$ cat config.mk
export PLATFORM = sky130hd
export DESIGN_NAME = paddle_top
export DESIGN_NICKNAME = d
export VERILOG_FILES = /design/src/rtl/paddle_pkg.sv /design/src/rtl/paddle_ctrl.sv /design/src/rtl/paddle_dp.sv /design/src/rtl/paddle_top.sv
export SDC_FILE = /design/constraint.sdc
export NUM_CORES = 1
export LEC_CHECK = 0
export BUFFER_PORTS_ARGS = -buffer_cell sky130_fd_sc_hd__buf_2
export CORE_MARGIN = 8
export CORE_UTILIZATION = 50
export DETAILED_ROUTE_END_ITERATION = 12
export PLACE_DENSITY_LB_ADDON = 0.3
export SETUP_SLACK_MARGIN = 0.3
export SKIP_CTS_REPAIR_TIMING = 1
export SKIP_LAST_GASP = 1
export SLEW_MARGIN = 40
export SYNTH_ARGS = -nofsm -noshare
export SYNTH_HDL_FRONTEND = slang
export SYNTH_SLANG_ARGS = --single-unit
$ cat constraint.sdc
create_clock -name clk -period 3.3 [get_ports clk]
set_input_delay 0.66 -clock clk [delete_from_list [all_inputs] [get_ports clk]]
set_output_delay 0.66 -clock clk [all_outputs]
set_load 0.01 [all_outputs]
$ cat src/rtl/paddle_pkg.sv
package paddle_pkg;

  // Move requests that the control side hands to the datapath
  typedef struct packed {
    logic stepDn;
    logic stepUp;
  } paddle_step_t;

endpackage

$ cat src/rtl/paddle_ctrl.sv
module paddle_ctrl
  import paddle_pkg::*;
#(
  parameter int COORD_W  = 10,
  parameter int MAX_Y    = 480,
  parameter int PAD_H    = 72,
  parameter int STEP     = 4,
  parameter int TICK_ROW = 481,
  parameter int TICK_COL = 0
) (
  input  logic [1:0]         btn,
  input  logic [COORD_W-1:0] pixX,
  input  logic [COORD_W-1:0] pixY,
  input  logic [COORD_W-1:0] topRow,
  input  logic [COORD_W-1:0] botRow,
  output logic               frameTick,
  output paddle_step_t       step
);

  localparam logic [COORD_W-1:0] TickRow = COORD_W'(TICK_ROW);
  localparam logic [COORD_W-1:0] TickCol = COORD_W'(TICK_COL);
  localparam logic [COORD_W-1:0] DnLimit = COORD_W'(MAX_Y - 1 - STEP);
  localparam logic [COORD_W-1:0] UpLimit = COORD_W'(STEP);

  logic dnOk;
  logic upOk;

  // Single-clock strobe decoded from one raster position
  assign frameTick = (pixY == TickRow) && (pixX == TickCol);

  // The whole paddle must stay on screen after the move
  assign dnOk = (botRow <= DnLimit);
  assign upOk = (topRow >= UpLimit);

  // Down has priority; up is considered only when down is not taken
  always_comb begin
    step = '0;
    if (frameTick) begin
      if (btn[1] && dnOk) begin
        step.stepDn = 1'b1;
      end else if (btn[0] && upOk) begin
        step.stepUp = 1'b1;
      end
    end
  end

endmodule

$ cat src/rtl/paddle_dp.sv
module paddle_dp
  import paddle_pkg::*;
#(
  parameter int         COORD_W = 10,
  parameter int         PAD_H   = 72,
  parameter int         STEP    = 4,
  parameter int         COL_L   = 600,
  parameter int         COL_R   = 603,
  parameter logic [2:0] COLOUR  = 3'b010
) (
  input  logic               clk,
  input  logic               rst,
  input  paddle_step_t       step,
  input  logic [COORD_W-1:0] pixX,
  input  logic [COORD_W-1:0] pixY,
  output logic [COORD_W-1:0] topRow,
  output logic [COORD_W-1:0] botRow,
  output logic               paddleOn,
  output logic [2:0]         paddleRgb
);

  localparam logic [COORD_W-1:0] StepV  = COORD_W'(STEP);
  localparam logic [COORD_W-1:0] HeightM1 = COORD_W'(PAD_H - 1);
  localparam logic [COORD_W-1:0] ColL   = COORD_W'(COL_L);
  localparam logic [COORD_W-1:0] ColR   = COORD_W'(COL_R);

  logic [COORD_W-1:0] topNext;
  logic               inCols;
  logic               inRows;

  always_comb begin
    topNext = topRow;
    if (step.stepDn) begin
      topNext = topRow + StepV;
    end else if (step.stepUp) begin
      topNext = topRow - StepV;
    end
  end

  always_ff @(posedge clk or posedge rst) begin
    if (rst) begin
      topRow <= '0;
    end else begin
      topRow <= topNext;
    end
  end

  assign botRow    = topRow + HeightM1;
  assign inCols    = (pixX >= ColL) && (pixX <= ColR);
  assign inRows    = (pixY >= topRow) && (pixY <= botRow);
  assign paddleOn  = inCols && inRows;
  assign paddleRgb = COLOUR;

endmodule

$ cat src/rtl/paddle_top.sv
module paddle_top
  import paddle_pkg::*;
#(
  parameter int COORD_W  = 10,
  parameter int MAX_Y    = 480,
  parameter int PAD_H    = 72,
  parameter int STEP     = 4,
  parameter int COL_L    = 600,
  parameter int COL_R    = 603,
  parameter int TICK_ROW = 481,
  parameter int TICK_COL = 0
) (
  input  logic               clk,
  input  logic               rst,
  input  logic [1:0]         btn,
  input  logic [COORD_W-1:0] pixX,
  input  logic [COORD_W-1:0] pixY,
  output logic               paddleOn,
  output logic [2:0]         paddleRgb
);

  paddle_step_t       step;
  logic               frameTick;
  logic [COORD_W-1:0] topRow;
  logic [COORD_W-1:0] botRow;

  paddle_ctrl #(
    .COORD_W(COORD_W), .MAX_Y(MAX_Y), .PAD_H(PAD_H), .STEP(STEP),
    .TICK_ROW(TICK_ROW), .TICK_COL(TICK_COL)
  ) u_ctrl (
    .btn(btn), .pixX(pixX), .pixY(pixY),
    .topRow(topRow), .botRow(botRow),
    .frameTick(frameTick), .step(step)
  );

  paddle_dp #(
    .COORD_W(COORD_W), .PAD_H(PAD_H), .STEP(STEP),
    .COL_L(COL_L), .COL_R(COL_R), .COLOUR(3'b010)
  ) u_dp (
    .clk(clk), .rst(rst), .step(step),
    .pixX(pixX), .pixY(pixY),
    .topRow(topRow), .botRow(botRow),
    .paddleOn(paddleOn), .paddleRgb(paddleRgb)
  );

endmodule

# Word level (Yosys, flattened, before mapping)
# Cells that the tools add are included.
# classes
reduce_logical,8
n_lt_le_gt_ge,6
addsub,3
mux,6
eq_ne,1
# ops
cell,n
$mux W10,2
$add A10 B3 Y10 const B,1
$add A10 B7 Y10 const B,1
$eq A10 B9 Y1 const B,1
$ge A10 B10 Y1,1
$ge A10 B10 Y1 const B,1
$ge A10 B3 Y1 const B,1
$le A10 B10 Y1,1
$le A10 B10 Y1 const B,1
$le A10 B9 Y1 const B,1
$logic_not A10 Y1,1
$sub A10 B3 Y10 const B,1
$logic_and A1 B1 Y1,6
$mux W1,3
$mux W2,1
$reduce_bool A2 Y1,1
# word_totals
elab_cells,25
regBits,10
in_bits,24
out_inout_bits,4

# Logic depth before layout (Yosys ltp)
# logic_depth
ltp_word,7
ltp_mapped,10
depth_no_buf,10

# By module
# Synthesis repeated with hierarchy kept, for this count alone.
# unflattened
hier_cells,154
hier_area_um2,1293.7
# modules_own_cells
module,instances,cells_each,area_each_um2,seq_area_each_um2
paddle_dp,1,136,1146.1,200.2
paddle_ctrl,1,18,147.6,0.0

# Least setup slack after synthesis
# OpenSTA, ideal clock, no wires.
# synth_timing
kind,register to output
start,register u_dp.topRow[2]
end,output port paddleOn
arrival_time_ns,2.295
stages_incl_launch_ff,9
required_ns,2.640
slack_ns,0.345
path_buffers,0
cell_sequence,dfrtp_1 > ha_1 > and3_1 > o21ai_1 > xnor2_1 > ha_1 > nand3_1 > or3_1 > a211oi_1
# synth_between
elab_chain_len,4
elab_cells_between_ends,5
cone_classes,add/sub (1); order compare (2); reduce/logical (2)
# synth_lines
item,line_no,rtl
"start, declared",paddle_dp.sv:16,"output logic [COORD_W-1:0] topRow,"
"start signal, assigned",paddle_dp.sv:44,topRow <= topNext;
$add A10 B7 Y10,paddle_dp.sv:48,assign botRow = topRow + HeightM1;
$le A10 B10 Y1,paddle_dp.sv:50,assign inRows = (pixY >= topRow) && (pixY <= botRow);
$logic_and A1 B1 Y1 (*),paddle_dp.sv:50,
$logic_and A1 B1 Y1 (*),paddle_dp.sv:51,assign paddleOn = inCols && inRows;
"end, declared",paddle_top.sv:18,"output logic paddleOn,"
# Mark *: on every way between the ends. The rest lies on a longest branch, timed or not.

# Final worst setup path
# layout_timing
start,register u_dp.topRow[3]
end,output port paddleOn
# The elaborated chain is that of the path after synthesis.

==> metrics.csv <==
metric,value,unit
cts_buffer_depth,2,
maxSlewHeadroom,64.5,%
setup_slack,256,ps
dp.cells,198,
required,2640,ps
crit_buf_inv,3,
setup_viol,0,
antennaDiodeCount,0,
drive_gt1_share,34.5,%
endpoint_kind,primary output,
tightest_slew,528,ps
htreeDepth,1,
fmaxAchievable,0.329,GHz
clk_latency,250,ps
layoutNonFillerInstCount,204,
drc,0,
drt-vias-per-instance,6.05,
drv_slew,0,
postSynth.asyncResetShare,100,%
fin_total_pwr,222,uW
ir_drop,222,uV
grt_pass1_vias,1209,
io_buffers,24,
synthDistinctLibCells,46,
finalHoldViolations,0,
ctsRootBufferMaster,clkbuf_4,
synth_seq_cells,8,
grt_setup_unrepaired,yes,
via_count,1234,
rows,18,
p_leak,0.709,nW
drt_iter0_drc,99,
routed_wl,3.54,mm
postSynthCellCount,148,
io_pins,28,
initial_core_util,52.1,%
largest_reg_flops,8,
ant_nets,0,
cp_common_cell,a21o_1,
path_class,reg -> out,
largest_registers,u_dp.topRow: 8 flops,
grtUsageTotal,15.4,%
utilization,62.7,%
finalSetupTns,0,ps
gp_congestion,1.02,
die_w,66.4,um
cts.clk_slew.worst_paths,60,ps
critPathMaxFanout,4,
dp_hpwl,2.71,mm
cts_tree,built,
yosysSeqAreaShare,15.8,%
status,completed,
cts.sinks,8,
grt_pass1_wl,5.47,mm
crit_arrival,2380,ps
dieArea,0.00440,mm^2
ys.flop_type,dfrtp_1,
dpl_worst_slack,242,ps
core,0.00243,mm^2
die_h,66.4,um
fin_area,0.00153,mm^2
post-route-period-util,92.2,%
nets,220,
drv_cap,0,
skew,6.37,ps
place_area,0.00139,mm^2
ys_warn_count,0,
areaGrowthSynthToFinish,20.3,%
synth.avg_cell_area,8.56,um^2
p_per_area,146,mW/mm^2
whs,353,ps
slowest_stage,dfrtp_2,
grt_max_degree,11,
antenna_found_initial,0,
overflow,0,
avgRoutedWirePerCell,17.4,um
n_fill_cell,210,
synth_edf_count,0,
syn-cell-area,0.00127,mm^2
hold_path_class,in -> async,
path_cells,inv_4 > ha_4 > inv_2 > ha_4 > a21o_1 > a21o_1 > a21o_1 > a21oi_2 > o21ai_1 > a211oi_2 > buf_2,
cts_made_buffers,3,
fin_crit,3040,ps
startpoint_type,flip-flop,
slowest_delay,450,ps
max_flop_register,u_dp.topRow,
cp_top_family,compound AO/OA/AOI/OAI gates,
drt-pass1-iter-count,4,
## area by class of cell
cell class / count / area (um^2) / area share [%]
clock buffer: 3 / 22.5 / 1.48
inverter: 14 / 55.1 / 3.61
multi-input combinational: 120 / 1040 / 68.4
sequential: 8 / 205 / 13.5
tap: 30 / 37.5 / 2.46
timing repair buffer: 29 / 161 / 10.6
## where the power goes
| part | internal (mW) | leakage, nW | switching, mW |
|---|---|---|---|
| clock network | 0.0417 | 0.0138 | 0.0337 |
| logic | 0.0228 | 0.610 | 0.0261 |
| registers | 0.0981 | 0.0856 | 0.00000519 |
## per-layer routing
metal,share of wire (%),GRT usage [%],vias to the layer above
met5,0,0,-
met4,1.1,2.13,0
met3,4.5,3.39,6
met2,52,27.0,44
met1,43,18.9,586
li1,-,-,598
## worst register-to-register path, delay by kind of cell (launching register included)
| family | cells | cell delay [ps] |
|---|---|---|
| flops | 1 | 460 |
| compound gates | 3 | 820 |
| simple gates | 1 | 370 |
| buf+inv | 1 | 170 |
| fa+ha+maj | 1 | 180 |
| xor+xnor | 1 | 150 |
## cell usage after synthesis, types with 2 or more instances
cell	instances	area, um^2
a221o_1	2	20.0
inv_1	13	48.8
a21oi_1	6	30.0
nor4_1	2	12.5
a211oi_2	2	25.0
nand3_1	9	45.0
nor2_1	7	26.3
a211oi_1	2	15.0
buf_2	2	10.0
dfrtp_1	8	200
ha_1	20	250
nor3_1	5	25.0
a32oi_1	2	17.5
and3_1	4	25.0
nand2_1	4	15.0
buf_6	2	22.5
xnor2_1	12	105
conb_1	2	7.51
a21o_1	5	37.5
nand4_2	2	25.0
a2111o_1	2	22.5
nand4_1	3	18.8
buf_4	3	22.5
mux2i_1	3	30.0
or3_1	2	12.5
o21ai_1	3	15.0
a31oi_1	2	12.5
## final timing paths
| check | from | to | slack, ps | depth (start not counted) |
|---|---|---|---|---|
| hold / removal | rst | u_dp.topRow[7] | 350 | 2 |
| setup reg to reg | u_dp.topRow[2] | u_dp.topRow[4] | 1030 | 7 |
| hold reg to reg | u_dp.topRow[2] | u_dp.topRow[2] | 590 | 1 |
| min in group clk | u_dp.topRow[2] | u_dp.topRow[2] | 590 | 1 |
| setup / recovery | u_dp.topRow[3] | paddleOn | 260 | 11 |
| max in group asynchronous | rst | u_dp.topRow[2] | 2670 | 2 |
## cell usage in the layout, fill, tap and decap left out, types with 4 or more instances in the layout
| cell | n |
|---|---|
| xnor2_1 | 12 |
| buf_4 | 4 |
| nand3_1 | 9 |
| inv_1 | 10 |
| dfrtp_2 | 4 |
| buf_2 | 24 |
| a21o_1 | 5 |
| nor3_1 | 5 |
| a21oi_1 | 4 |
| nand2_1 | 4 |
| nor2_1 | 6 |
| dfrtp_1 | 4 |
| ha_1 | 17 |
## logic make-up (layout without fill, tap and decap cells)
kind of cell	after synthesis	after routing	share of synthesized area [%]
mux	3	3	2.37
fa+ha+maj	20	20	19.7
compound gates	33	33	21.1
other cells	2	3	0.593
flops	8	8	15.8
simple gates	48	48	22.9
buf+inv	21	46	8.49
xor+xnor	13	13	8.98
(Power assumes the default switching activity.)
